==> config.mk <==
export PLATFORM = sky130hd
export DESIGN_NAME = rmag_top
export DESIGN_NICKNAME = d
export VERILOG_FILES = /design/src/rtl/rmag_pkg.sv /design/src/rtl/rmag_segfile.sv /design/src/rtl/rmag_select.sv /design/src/rtl/rmag_adder.sv /design/src/rtl/rmag_top.sv
export SDC_FILE = /design/constraint.sdc
export NUM_CORES = 1
export LEC_CHECK = 0
export ABC_AREA = 1
export ABC_CLOCK_PERIOD_IN_PS = 5150
export BUFFER_PORTS_ARGS = -buffer_cell sky130_fd_sc_hd__buf_4
export CORE_ASPECT_RATIO = 1.75
export CORE_MARGIN = 8
export CORE_UTILIZATION = 50
export CTS_CLUSTER_SIZE = 10
export DETAILED_ROUTE_END_ITERATION = 12
export GPL_TIMING_DRIVEN = 0
export PLACE_DENSITY = 0.79
export SYNTH_ARGS = -nofsm -noshare
export SYNTH_HDL_FRONTEND = slang
export SYNTH_SLANG_ARGS = --single-unit
export TNS_END_PERCENT = 5
==> constraint.sdc <==
create_clock -name clk -period 5.15 [get_ports clk]
set_input_delay 0.515 -clock clk [delete_from_list [all_inputs] [get_ports clk]]
set_output_delay 0.515 -clock clk [all_outputs]
set_load 0.02 [all_outputs]
==> src/rtl/rmag_pkg.sv <==
package rmag_pkg;

    localparam int SEG_N   = 4;
    localparam int SEG_W   = 2;
    localparam int MODE_W  = 4;

    typedef enum logic [SEG_W-1:0] {
        SEG_CODE  = 2'd0,
        SEG_DATA  = 2'd1,
        SEG_STACK = 2'd2,
        SEG_EXTRA = 2'd3
    } seg_e;

    localparam logic [MODE_W-1:0] AM_FETCH   = 4'd0;
    localparam logic [MODE_W-1:0] AM_STACKOP = 4'd1;
    localparam logic [MODE_W-1:0] AM_STRDST  = 4'd2;
    localparam logic [MODE_W-1:0] AM_SP      = 4'd3;
    localparam logic [MODE_W-1:0] AM_BP      = 4'd4;
    localparam logic [MODE_W-1:0] AM_BX      = 4'd5;
    localparam logic [MODE_W-1:0] AM_SI      = 4'd6;
    localparam logic [MODE_W-1:0] AM_DI      = 4'd7;
    localparam logic [MODE_W-1:0] AM_BPIDX   = 4'd8;
    localparam logic [MODE_W-1:0] AM_BXIDX   = 4'd9;

endpackage

==> src/rtl/rmag_segfile.sv <==
module rmag_segfile #(
    parameter int NUM = 4,
    parameter int DW  = 16,
    localparam int SW = $clog2(NUM)
) (
    input  logic                    clk,
    input  logic                    rst_n,
    input  logic                    wr_en,
    input  logic [SW-1:0]           wr_sel,
    input  logic [DW-1:0]           wr_data,
    output logic [NUM-1:0][DW-1:0]  seg_q
);

    logic [NUM-1:0][DW-1:0] seg_d;

    always_comb begin
        seg_d = seg_q;
        for (int i = 0; i < NUM; i++) begin
            if (wr_en && (wr_sel == SW'(i))) begin
                seg_d[i] = wr_data;
            end
        end
    end

    always_ff @(posedge clk) begin
        if (!rst_n) begin
            seg_q <= '0;
        end else begin
            seg_q <= seg_d;
        end
    end

    AST_WRITE_LANDS: assert property (@(posedge clk) disable iff (!rst_n)
        wr_en |=> seg_q[$past(wr_sel)] == $past(wr_data));

endmodule

==> src/rtl/rmag_select.sv <==
module rmag_select
    import rmag_pkg::*;
(
    input  logic [MODE_W-1:0] mode,
    input  logic              ovr_valid,
    input  logic [SEG_W-1:0]  ovr_sel,
    output logic [SEG_W-1:0]  seg_sel
);

    seg_e implicit_seg;

    always_comb begin
        case (mode)
            AM_SP, AM_BP, AM_BPIDX: implicit_seg = SEG_STACK;
            default:                implicit_seg = SEG_DATA;
        endcase
    end

    always_comb begin
        case (mode)
            AM_FETCH:   seg_sel = SEG_CODE;
            AM_STACKOP: seg_sel = SEG_STACK;
            AM_STRDST:  seg_sel = SEG_EXTRA;
            default:    seg_sel = ovr_valid ? ovr_sel : implicit_seg;
        endcase
    end

endmodule

==> src/rtl/rmag_adder.sv <==
module rmag_adder #(
    parameter int OFF_W = 16,
    parameter int SHIFT = 4,
    parameter bit WRAP  = 1'b0,
    localparam int AW   = OFF_W + SHIFT + 1
) (
    input  logic [OFF_W-1:0] seg_val,
    input  logic [OFF_W-1:0] offset,
    output logic [AW-1:0]    addr
);

    logic [AW-1:0] full_sum;

    always_comb begin
        full_sum = {1'b0, seg_val, {SHIFT{1'b0}}} + {{(SHIFT+1){1'b0}}, offset};
    end

    generate
        if (WRAP) begin : g_fold
            assign addr = {1'b0, full_sum[AW-2:0]};
        end else begin : g_full
            assign addr = full_sum;
        end
    endgenerate

endmodule

==> src/rtl/rmag_top.sv <==
module rmag_top
    import rmag_pkg::*;
#(
    parameter int OFF_W   = 16,
    parameter int SHIFT   = 4,
    parameter bit WRAP_1M = 1'b0,
    localparam int AW     = OFF_W + SHIFT + 1
) (
    input  logic              clk,
    input  logic              rst_n,
    input  logic              seg_wr_en,
    input  logic [SEG_W-1:0]  seg_wr_sel,
    input  logic [OFF_W-1:0]  seg_wr_data,
    input  logic              req_valid,
    input  logic [MODE_W-1:0] req_mode,
    input  logic [OFF_W-1:0]  req_offset,
    input  logic              ovr_valid,
    input  logic [SEG_W-1:0]  ovr_sel,
    output logic              out_valid,
    output logic [AW-1:0]     out_addr,
    output logic [SEG_W-1:0]  out_seg
);

    typedef struct packed {
        logic             vld;
        logic [AW-1:0]    addr;
        logic [SEG_W-1:0] seg;
    } stage_t;

    logic [SEG_N-1:0][OFF_W-1:0] seg_regs;
    logic [SEG_W-1:0]            sel_idx;
    logic [AW-1:0]               sum;
    stage_t                      st_d, st_q;

    rmag_segfile #(.NUM(SEG_N), .DW(OFF_W)) u_segs (
        .clk     (clk),
        .rst_n   (rst_n),
        .wr_en   (seg_wr_en),
        .wr_sel  (seg_wr_sel),
        .wr_data (seg_wr_data),
        .seg_q   (seg_regs)
    );

    rmag_select u_sel (
        .mode      (req_mode),
        .ovr_valid (ovr_valid),
        .ovr_sel   (ovr_sel),
        .seg_sel   (sel_idx)
    );

    rmag_adder #(.OFF_W(OFF_W), .SHIFT(SHIFT), .WRAP(WRAP_1M)) u_add (
        .seg_val (seg_regs[sel_idx]),
        .offset  (req_offset),
        .addr    (sum)
    );

    always_comb begin
        st_d     = st_q;
        st_d.vld = req_valid;
        if (req_valid) begin
            st_d.addr = sum;
            st_d.seg  = sel_idx;
        end
    end

    always_ff @(posedge clk) begin
        if (!rst_n) begin
            st_q <= '0;
        end else begin
            st_q <= st_d;
        end
    end

    assign out_valid = st_q.vld;
    assign out_addr  = st_q.addr;
    assign out_seg   = st_q.seg;

    AST_VALID_LAT: assert property (@(posedge clk) disable iff (!rst_n)
        req_valid |=> out_valid);
    AST_IDLE_HOLD: assert property (@(posedge clk) disable iff (!rst_n)
        !req_valid |=> (!out_valid && $stable(out_addr) && $stable(out_seg)));
    AST_LOW_NIBBLE: assert property (@(posedge clk) disable iff (!rst_n)
        req_valid |=> out_addr[SHIFT-1:0] == $past(req_offset[SHIFT-1:0]));
    AST_FETCH_CODE: assert property (@(posedge clk) disable iff (!rst_n)
        (req_valid && req_mode == AM_FETCH) |=> out_seg == SEG_CODE);
    AST_STACKOP_SS: assert property (@(posedge clk) disable iff (!rst_n)
        (req_valid && req_mode == AM_STACKOP) |=> out_seg == SEG_STACK);
    AST_STRDST_ES: assert property (@(posedge clk) disable iff (!rst_n)
        (req_valid && req_mode == AM_STRDST) |=> out_seg == SEG_EXTRA);
    AST_OVR_WINS: assert property (@(posedge clk) disable iff (!rst_n)
        (req_valid && ovr_valid && req_mode > AM_STRDST) |=> out_seg == $past(ovr_sel));

    always_comb begin
        if (WRAP_1M) begin
            AST_FOLD_TOP: assert (!out_addr[AW-1]);
        end
    end

endmodule

==> reports/qor.yml, run 1 <==
finalCriticalPeriod_ns: 3.96
cts-root-buf: "clkbuf_16"
syn_avg_cell_area_um2: 6.97
port_buffers: 67
finalSetupViolations: 0
worstMarginPinSlew_ns: 0.623
start_util_pct: 50.4
ys_seq_area_share_pct: 40.8
diodes: 0
synth_warnings: 0
max_freq_mhz: 252
grt_pass1_vias: 4318
numCtsBuffers: 9
vias_per_cell: 5.40
crit_required_ns: 5.39
cp_data_arrival_time_ns: 4.20
cts_buffer_depth: 2
maxCapViolCount: 0
synth_edf_count: 0
yosysMostFrequentCell: "nor2_1"
dpl.hpwl_mm: 9.38
synth_area_leaders: "dfxtp_1 (41%), nor2_1 (12%), o21ai_0 (11%)"
hold_viol_final: 0
grt_usage_pct: 21.6
cts.repair.resized: 0
vias: 4410
timing.slew.headroom_pct: 58.5
end_kind: "flop"
rows: 45
power_mw: 1.85
p_leak_nw: 2.42
clk_latency_ns: 0.34
grt_overflow: 0
synth.ff_latch_count: 88
ir_drop_uv: 209
avgRoutedWirePerCell_um: 15.7
synth_nets: 678
cts_sinks: 88
coreArea_mm2: 0.00856
ys_types: 36
cts_tree: "done"
grt_pass1_wl_mm: 20.3
h-tree-depth: 3
clock_skew_ns: 0.00922
synthFlopType: "dfxtp_1"
drc_errors: 0
outcome: "finished clean"
async_flop_share_pct: 0
die_y_um: 139
drive_above_1_share_pct: 15.6
io_pins: 69
die_area_mm2: 0.0120
critPathLaunchType: "input port"
synthToLayoutAreaGrowth_pct: 22.2
maxSlewViolCount: 0
cts_setup_buffers: 0
finalCritPeriodShare_pct: 77.0
grt_max_degree: 14
fp.dieW_um: 86.2
clk_transition_reported_paths_ns: 0.06
wirelength_mm: 12.8
antenna_found_initial: 0
powerDensity_mw_per_mm2: 351
nets: 756
gp_congestion: 0.923
fin_setup_tns_ns: 0
syn_area_mm2: 0.00431
ctsHoldBuffers: 0
yosysTopAreaCellShare_pct: 40.8
synthTopCellsByCount: "nor2_1 (141), o21ai_0 (93), dfxtp_1 (88)"
drt_iter0_markers: 332
syn_inst: 619
hp-class: "input port to flop"
critPathKind: "input port to flop"
rsz0062_at_grt: "no"
first_pass_iters: 7
yosysTopAreaCell: "dfxtp_1"
critPathMaxFanout: 10
ant_nets: 0
==> area by class of cell <==
cell class / instances / area, µm²
Inverter: 49 / 184
Clock buffer: 10 / 239
Clock inverter: 4 / 70.1
Fill cell: 822 / 3290
Timing Repair Buffer: 67 / 503
Tap cell: 117 / 146
Buffer: 33 / 135
Multi-Input combinational cell: 449 / 2230
Sequential cell: 88 / 1760
==> cells by family after synthesis <==
logic type,after synthesis,share of synthesized area (%)
compound gates,161,20.3
xor+xnor,7,1.42
fa+ha+maj,14,4.23
buf+inv,82,7.40
flops,88,40.8
simple gates,267,25.8
==> worst max-delay path: stages <==
cell      delay [ns]
buf_4           0.12
nor2_4          0.17
nand2_2         0.14
nor2_2          0.20
inv_2           0.05
nand2_2         0.19
clkbuf_1        0.39
o21ai_0         0.17
o22ai_1         0.21
ha_1            0.21
inv_1           0.06
fa_1            0.39
o21ai_0         0.49
a21oi_1         0.23
o21ai_0         0.28
nand2_1         0.08
inv_1           0.05
o21ai_0         0.06
o211ai_1        0.11
inv_1           0.05
==> layout by cell type (no fill, tap or decap), types with 2 or more instances in the layout <==
master	Yosys	routed
inv_2	3	3
o21ai_0	93	93
buf_2	3	3
o22ai_1	10	10
xor2_1	3	3
dfxtp_1	88	88
clkinv_2	0	2
o211ai_1	3	3
nand2_2	10	10
nand2_4	4	4
nand3_1	30	30
o221ai_1	3	3
a21oi_1	39	39
nor2_2	2	2
nand2_1	77	77
ha_1	13	13
a31oi_1	2	2
inv_1	45	45
nor2_1	141	141
clkbuf_16	0	9
bufinv_16	0	2
buf_4	0	67
o21ai_1	2	2
xnor2_1	4	4
clkbuf_1	29	29
==> worst paths after layout <==
path / startpoint / to / slack [ns] / depth (start not counted)
worst max-delay path: req_mode[3] / out_addr[14] / 1.19 / 20
worst min-delay path: req_offset[0] / out_addr[0] / 0.42 / 3
worst max register to register: u_segs.seg_q[0] / out_addr[14] / 2.37 / 13
worst min register to register: u_segs.seg_q[12] / u_segs.seg_q[12] / 0.45 / 2
==> stage by stage <==
stage	util [%]	cells	cell area, µm²	hold WS [ns]	setup slack (ns)
after floorplan	-	619	4310	0.430	1.79
after global placement	58.0	803	4960	0.441	1.02
after detailed placement	58.0	803	4960	0.444	0.922
after CTS	61.6	817	5270	0.412	1.27
after global routing	61.6	817	5270	0.438	0.943
final	61.6	817	5270	0.415	1.19
==> state kept, by name (all words and copies together), names as in the netlist <==
name and flops:
out_addr 21, out_seg 2, out_valid 1, u_segs.seg_q 64
==> per-layer routing <==
| layer | global-route usage (%) | up-vias | share of wire (%) |
|---|---|---|---|
| met2 | 38.6 | 196 | 51 |
| li1 | - | 2186 | - |
| met5 | 0 | - | 0 |
| met3 | 4.99 | 34 | 8.3 |
| met1 | 21.8 | 1994 | 37 |
| met4 | 13.0 | 0 | 4.0 |
==> report_power, final <==
group	switching, mW	leakage [nW]	internal (mW)
combinational	0.268	1.55	0.158
clock	0.251	0.154	0.431
sequential	0.0201	0.722	0.724
(Power assumes the default switching activity.)
==> inputs of run 2 (changes only) <==
--- a/config.mk
+++ b/config.mk
@@ -6,7 +6,7 @@
 export NUM_CORES = 1
 export LEC_CHECK = 0
 export ABC_AREA = 1
-export ABC_CLOCK_PERIOD_IN_PS = 5150
+export ABC_CLOCK_PERIOD_IN_PS = 4100
 export BUFFER_PORTS_ARGS = -buffer_cell sky130_fd_sc_hd__buf_4
 export CORE_ASPECT_RATIO = 1.75
 export CORE_MARGIN = 8
==> constraint.sdc (replaced) <==
create_clock -name clk -period 4.1 [get_ports clk]
set_input_delay 0.41 -clock clk [delete_from_list [all_inputs] [get_ports clk]]
set_output_delay 0.41 -clock clk [all_outputs]
set_load 0.02 [all_outputs]
==> run 2 against run 1 <==
  * Clock skew about the same
  * Hold slack got worse by 0.11 ns
  * Clock power is 26% higher
  * Power up 26%
  * Flip-flop and latch count stayed put
  * First-iteration DRC count unchanged
  * Critical path depth stayed put
==> reports/qor.yml, run 2 (synthesis gave the netlist of run 1 again) <==
p_leak_nw: 2.42  # about the same
hp-start: "req_offset[0]"
finalCritPeriodShare_pct: 89.5
avgRoutedWirePerCell_um: 15.7  # about the same
rsz0062_at_grt: "no"
timing.slew.headroom_pct: 58.5  # about the same
placed_area_mm2: 0.00496  # unchanged
finalSetupViolations: 0  # unchanged
outcome: "finished clean"
worstMarginPinSlew_ns: 0.623  # +0.000126 ns
h-tree-depth: 3  # unchanged
clk_transition_reported_paths_ns: 0.06  # about the same
maxCapViolCount: 0  # unchanged
place_inst: 803  # unchanged
grt_pass1_vias: 4318  # unchanged
ant_nets: 0  # unchanged
critPathMaxFanout: 10  # unchanged
cts_sinks: 88  # unchanged
critPathLaunchType: "input port"
end_kind: "flop"
top_register: "u_segs.seg_q"
maxSlewViolCount: 0  # unchanged
grt_overflow: 0  # unchanged
dpl.hpwl_mm: 9.38  # unchanged
die_y_um: 139  # unchanged
cts-root-buf: "clkbuf_16"
fin_ws_ns: 0.432  # -0.754 ns
cts.repair.resized: 0  # unchanged
first_pass_iters: 7  # unchanged
critPathKind: "input port to flop"
fp.dieW_um: 86.2  # unchanged
diodes: 0  # unchanged
ctsHoldBuffers: 0  # unchanged
worstReg2RegStart: "u_segs.seg_q[0]"
largest_register_ffs: 64  # unchanged
cts_buffer_depth: 2  # unchanged
ir_drop_uv: 262  # +26%
design_area_mm2: 0.00527  # unchanged
max_freq_mhz: 273
die_area_mm2: 0.0120  # unchanged
drt_iter0_markers: 332  # unchanged
crit_required_ns: 4.34  # -1.05 ns
vias_per_cell: 5.39  # about the same
start_util_pct: 50.4  # unchanged
layout_common_cells: "nor2_1 (141), o21ai_0 (92), dfxtp_1 (88), nand2_1 (77), buf_4 (67)"
clock_skew_ns: 0.00924  # +0.0000248 ns
grt_pass1_wl_mm: 20.3  # unchanged
cp_data_arrival_time_ns: 3.91  # -0.29 ns
nets: 756  # unchanged
pre_cts_slack_ns: -0.0229  # -0.945 ns
wirelength_mm: 12.8  # about the same
numCtsBuffers: 9  # unchanged
coreArea_mm2: 0.00856  # unchanged
io_pins: 69  # unchanged
grt_max_degree: 14  # unchanged
port_buffers: 67  # unchanged
cts_setup_buffers: 0  # unchanged
cts_tree: "done"
vias: 4407  # -0.068%
power_mw: 2.33  # +26%
gp_congestion: 0.923  # unchanged
hold_viol_final: 0  # unchanged
hp-class: "input port to flop"
drc_errors: 0  # unchanged
fin_cells: 817  # unchanged
drive_above_1_share_pct: 15.6  # unchanged
grt_usage_pct: 21.6  # unchanged
cp-startpoint: "req_mode[3]"
finalCriticalPeriod_ns: 3.67
clk_latency_ns: 0.34  # about the same
rows: 45  # unchanged
layout_commonest_cell: "nor2_1"
powerDensity_mw_per_mm2: 441  # +26%
antenna_found_initial: 0  # unchanged
synthToLayoutAreaGrowth_pct: 22.2  # unchanged
fin_util_pct: 61.6  # unchanged
run 2: worst max-delay path: stages:
cell and delay [ns]:
buf_4 0.12, nor2_4 0.17, nand2_2 0.14, nor2_2 0.20
inv_2 0.05, nand2_2 0.19, clkbuf_1 0.39, o21ai_0 0.17
o22ai_1 0.21, ha_1 0.21, inv_1 0.06, fa_1 0.40
o21ai_1 0.35, a21oi_1 0.19, o21ai_0 0.27, nand2_1 0.08
inv_1 0.05, o21ai_0 0.06, o211ai_1 0.11, inv_1 0.05
run 2: per-stage QoR:
stage,hold slack [ns],TNS (ns)
detailed placement,0.444,-0.0229
global placement,0.441,0
finish,0.310,0
floorplan,0.430,0
CTS,0.307,0
global route,0.333,0
run 2: path summary, 6_finish.rpt:
| path | end | slack [ns] | cells past startpoint |
|---|---|---|---|
| worst min-delay path | out_addr[0] | 0.31 | 3 |
| worst max register to register | out_addr[14] | 1.51 | 13 |
| worst max-delay path | out_addr[14] | 0.43 | 20 |
| worst min register to register | u_segs.seg_q[12] | 0.45 | 2 |
run 2: cell type report:
cell class,instances,area [µm²]
buffer,33,135
clock buffer,10,239
clock inverter,4,70.1
fill,822,3290
inverter,49,184
multi-input combinational,449,2230
sequential,88,1760
tap,117,146
timing repair buffer,67,503
run 2: where the power goes:
part / internal (mW) / switching (mW) / total [mW]
combinational: 0.199 / 0.336 / 0.536
clock: 0.541 / 0.315 / 0.856
sequential: 0.910 / 0.0253 / 0.935
total: 1.65 / 0.677 / 2.33
run 2: metal layers:
layer	share of wire [%]	track usage, %	up-vias
met5	0	0	-
met4	4.0	13.0	0
met3	8.3	4.99	34
met2	51	38.6	196
met1	37	21.8	1991
li1	-	-	2186
==> inputs of run 3 (changes only) <==
--- a/config.mk
+++ b/config.mk
@@ -8,13 +8,15 @@
 export ABC_AREA = 1
 export ABC_CLOCK_PERIOD_IN_PS = 4100
 export BUFFER_PORTS_ARGS = -buffer_cell sky130_fd_sc_hd__buf_4
+export CELL_PAD_IN_SITES_DETAIL_PLACEMENT = 2
+export CELL_PAD_IN_SITES_GLOBAL_PLACEMENT = 2
 export CORE_ASPECT_RATIO = 1.75
 export CORE_MARGIN = 8
-export CORE_UTILIZATION = 50
+export CORE_UTILIZATION = 31
 export CTS_CLUSTER_SIZE = 10
 export DETAILED_ROUTE_END_ITERATION = 12
 export GPL_TIMING_DRIVEN = 0
-export PLACE_DENSITY = 0.79
+export PLACE_DENSITY = 0.86
 export SYNTH_ARGS = -nofsm -noshare
 export SYNTH_HDL_FRONTEND = slang
 export SYNTH_SLANG_ARGS = --single-unit
==> run 3 against run 2 <==
  * Flip-flop and latch count stayed put
  * Critical path depth is 1 higher
  * Die area is 51% higher
  * Via count is 4.3% higher
  * Largest power group unchanged
  * Highest routed layer unchanged
==> reports/qor.yml, run 3 (synthesis gave the netlist of run 1 again) <==
drt_iter0_markers: 136  # -59%
max_freq_mhz: 267  # -2.0%
gp_congestion: 0.884  # -4.3%
place_inst: 863  # +7.5%
grt_usage_pct: 20.1  # -1.5 points
r2r_cells: 12  # -1
die_y_um: 172  # +24%
reg2reg_slack_ns: 1.32  # -0.19 ns
grt_overflow: 0  # unchanged
port_buffers: 67  # unchanged
power_mw: 2.37  # +1.7%
rr_endpoint: "out_addr[14]"
pre_cts_slack_ns: -0.277  # -0.254 ns
finalSetupViolations: 0  # unchanged
maxCapViolCount: 0  # unchanged
grt_max_degree: 16  # +2
grt_pass1_vias: 5391  # +25%
die_area_mm2: 0.0181  # +51%
io_pins: 69  # unchanged
rows: 57  # +27%
drc_errors: 0  # unchanged
holdPathStages: 3  # unchanged
nets: 754  # -0.26%
antenna_found_initial: 0  # unchanged
cts-root-buf: "clkbuf_16"
coreArea_mm2: 0.0138  # +61%
critPathMaxFanout: 10  # unchanged
fin_util_pct: 38.8  # -23 points
cts_buffer_depth: 2  # unchanged
numCtsBuffers: 9  # unchanged
dpl.hpwl_mm: 13.4  # +43%
cts_setup_buffers: 0  # unchanged
clock_skew_ns: 0.00863  # -0.000619 ns
worstMarginPinSlew_ns: 0.753  # +0.130 ns
hp-start: "req_offset[0]"
vias: 4597  # +4.3%
placed_area_mm2: 0.00504  # +1.5%
clk_latency_ns: 0.34  # about the same
hp-class: "input port to flop"
start_util_pct: 31.3  # -19 points
wirelength_mm: 17.8  # +39%
finalCriticalPeriod_ns: 3.74  # +0.0736 ns
critPathLaunchType: "input port"
drive_above_1_share_pct: 16.1  # +0.57 points
clk_transition_reported_paths_ns: 0.07  # about the same
end_kind: "flop"
maxSlewViolCount: 0  # unchanged
hold_viol_final: 0  # unchanged
fin_ws_ns: 0.358  # -0.0736 ns
multi_input_area_mm2: 0.00223  # unchanged
timing.slew.headroom_pct: 49.8  # -8.7 points
largest_register_ffs: 64  # unchanged
fp.dieW_um: 105  # +22%
p_leak_nw: 2.42  # -0.22%
design_area_mm2: 0.00534  # +1.3%
top_register: "u_segs.seg_q"
synthToLayoutAreaGrowth_pct: 23.8
cts_sinks: 88  # unchanged
ant_nets: 0  # unchanged
layout_commonest_cell: "nor2_1"
powerDensity_mw_per_mm2: 443  # +0.38%
grt_pass1_wl_mm: 28.3  # +40%
layout_common_cells: "nor2_1 (141), o21ai_0 (93), dfxtp_1 (88), nand2_1 (77), buf_4 (67)"
fillers: 1660  # +100%
first_pass_iters: 4  # -3
vias_per_cell: 5.24  # -2.8%
holdPathEnd: "out_addr[0]"
diodes: 0  # unchanged
rsz0062_at_grt: "no"
cp_data_arrival_time_ns: 4.04  # +0.13 ns
critPathKind: "input port to flop"
cts_tree: "done"
crit_required_ns: 4.39  # +0.05 ns
finalCritPeriodShare_pct: 91.3  # +1.8 points
h-tree-depth: 3  # unchanged
ir_drop_uv: 191  # -27%
seqCellArea_mm2: 0.00176  # unchanged
worstReg2RegStart: "u_segs.seg_q[32]"
outcome: "finished clean"
fin_cells: 877  # +7.3%
avgRoutedWirePerCell_um: 20.3  # +29%
## run 3: cell types whose count changed in the layout (fill, tap and decap cells not counted), sizes merged
cell      previous run  this run
clkinvlp             0         2
bufinv               2         1
clkbuf              39        37
inv                 48        49
## run 3: metal layers
| metal | vias up | GRT usage (%) | part of all wire, % |
|---|---|---|---|
| li1 | 2183 | - | - |
| met1 | 2274 | 19.1 | 37 |
| met2 | 110 | 40.4 | 56 |
| met3 | 30 | 3.51 | 3.8 |
| met4 | 0 | 9.30 | 3.3 |
| met5 | - | 0 | 0 |
## run 3: layout make-up
| class | instances | share of cell area, % |
|---|---|---|
| timing repair buffer | 67 | 9.42 |
| sequential | 88 | 33.0 |
| clock inverter | 6 | 1.27 |
| inverter | 49 | 3.44 |
| clock buffer | 10 | 4.48 |
| buffer | 31 | 2.44 |
| tap | 177 | 4.15 |
| multi-input combinational | 449 | 41.8 |
## run 3: worst max path at each step
stage                   end  depth (start not counted)   startpoint  slack, ns
3_3_place_gp   out_addr[14]                         20  req_mode[3]      -0.13
3_5_place_dp   out_addr[14]                         22  req_mode[3]      -0.28
6_report       out_addr[14]                         21  req_mode[3]       0.36
5_1_grt        out_addr[14]                         21  req_mode[3]       0.07
4_1_cts        out_addr[14]                         22  req_mode[3]       0.12
2_1_floorplan  out_addr[14]                         21  req_mode[3]       0.85
## run 3: power by group
group          total [mW]  switching (mW)  internal, mW
logic               0.574           0.374         0.200
clock network       0.854           0.363         0.491
registers           0.938          0.0286         0.909
## run 3: metrics by stage
step,hold WS [ns],TNS (ns)
4_1_cts,0.296,0
2_1_floorplan,0.430,0
3_5_place_dp,0.458,-0.707
5_1_grt,0.314,0
6_report,0.305,0
3_3_place_gp,0.440,-0.155
## run 3: what timing repair did
item / 4_1_cts / 5_1_grt
resized for setup: 0 / 4
setup endpoints to repair: 0 / 3
hold buffers: 0 / 0
## run 3: critical path, stage by stage
cell and delay [ns]:
buf_4 0.12, nor2_4 0.18, nand2_4 0.09, nand2_2 0.09
nand2_4 0.06, nand2_4 0.09, nand2_4 0.10, inv_2 0.17
clkbuf_2 0.29, o21ai_0 0.13, o22ai_1 0.20, ha_1 0.21
inv_1 0.06, fa_1 0.41, o21ai_0 0.43, a21oi_1 0.23
o21ai_0 0.26, nor2_1 0.06, o21ai_0 0.22, o211ai_1 0.12
inv_1 0.07
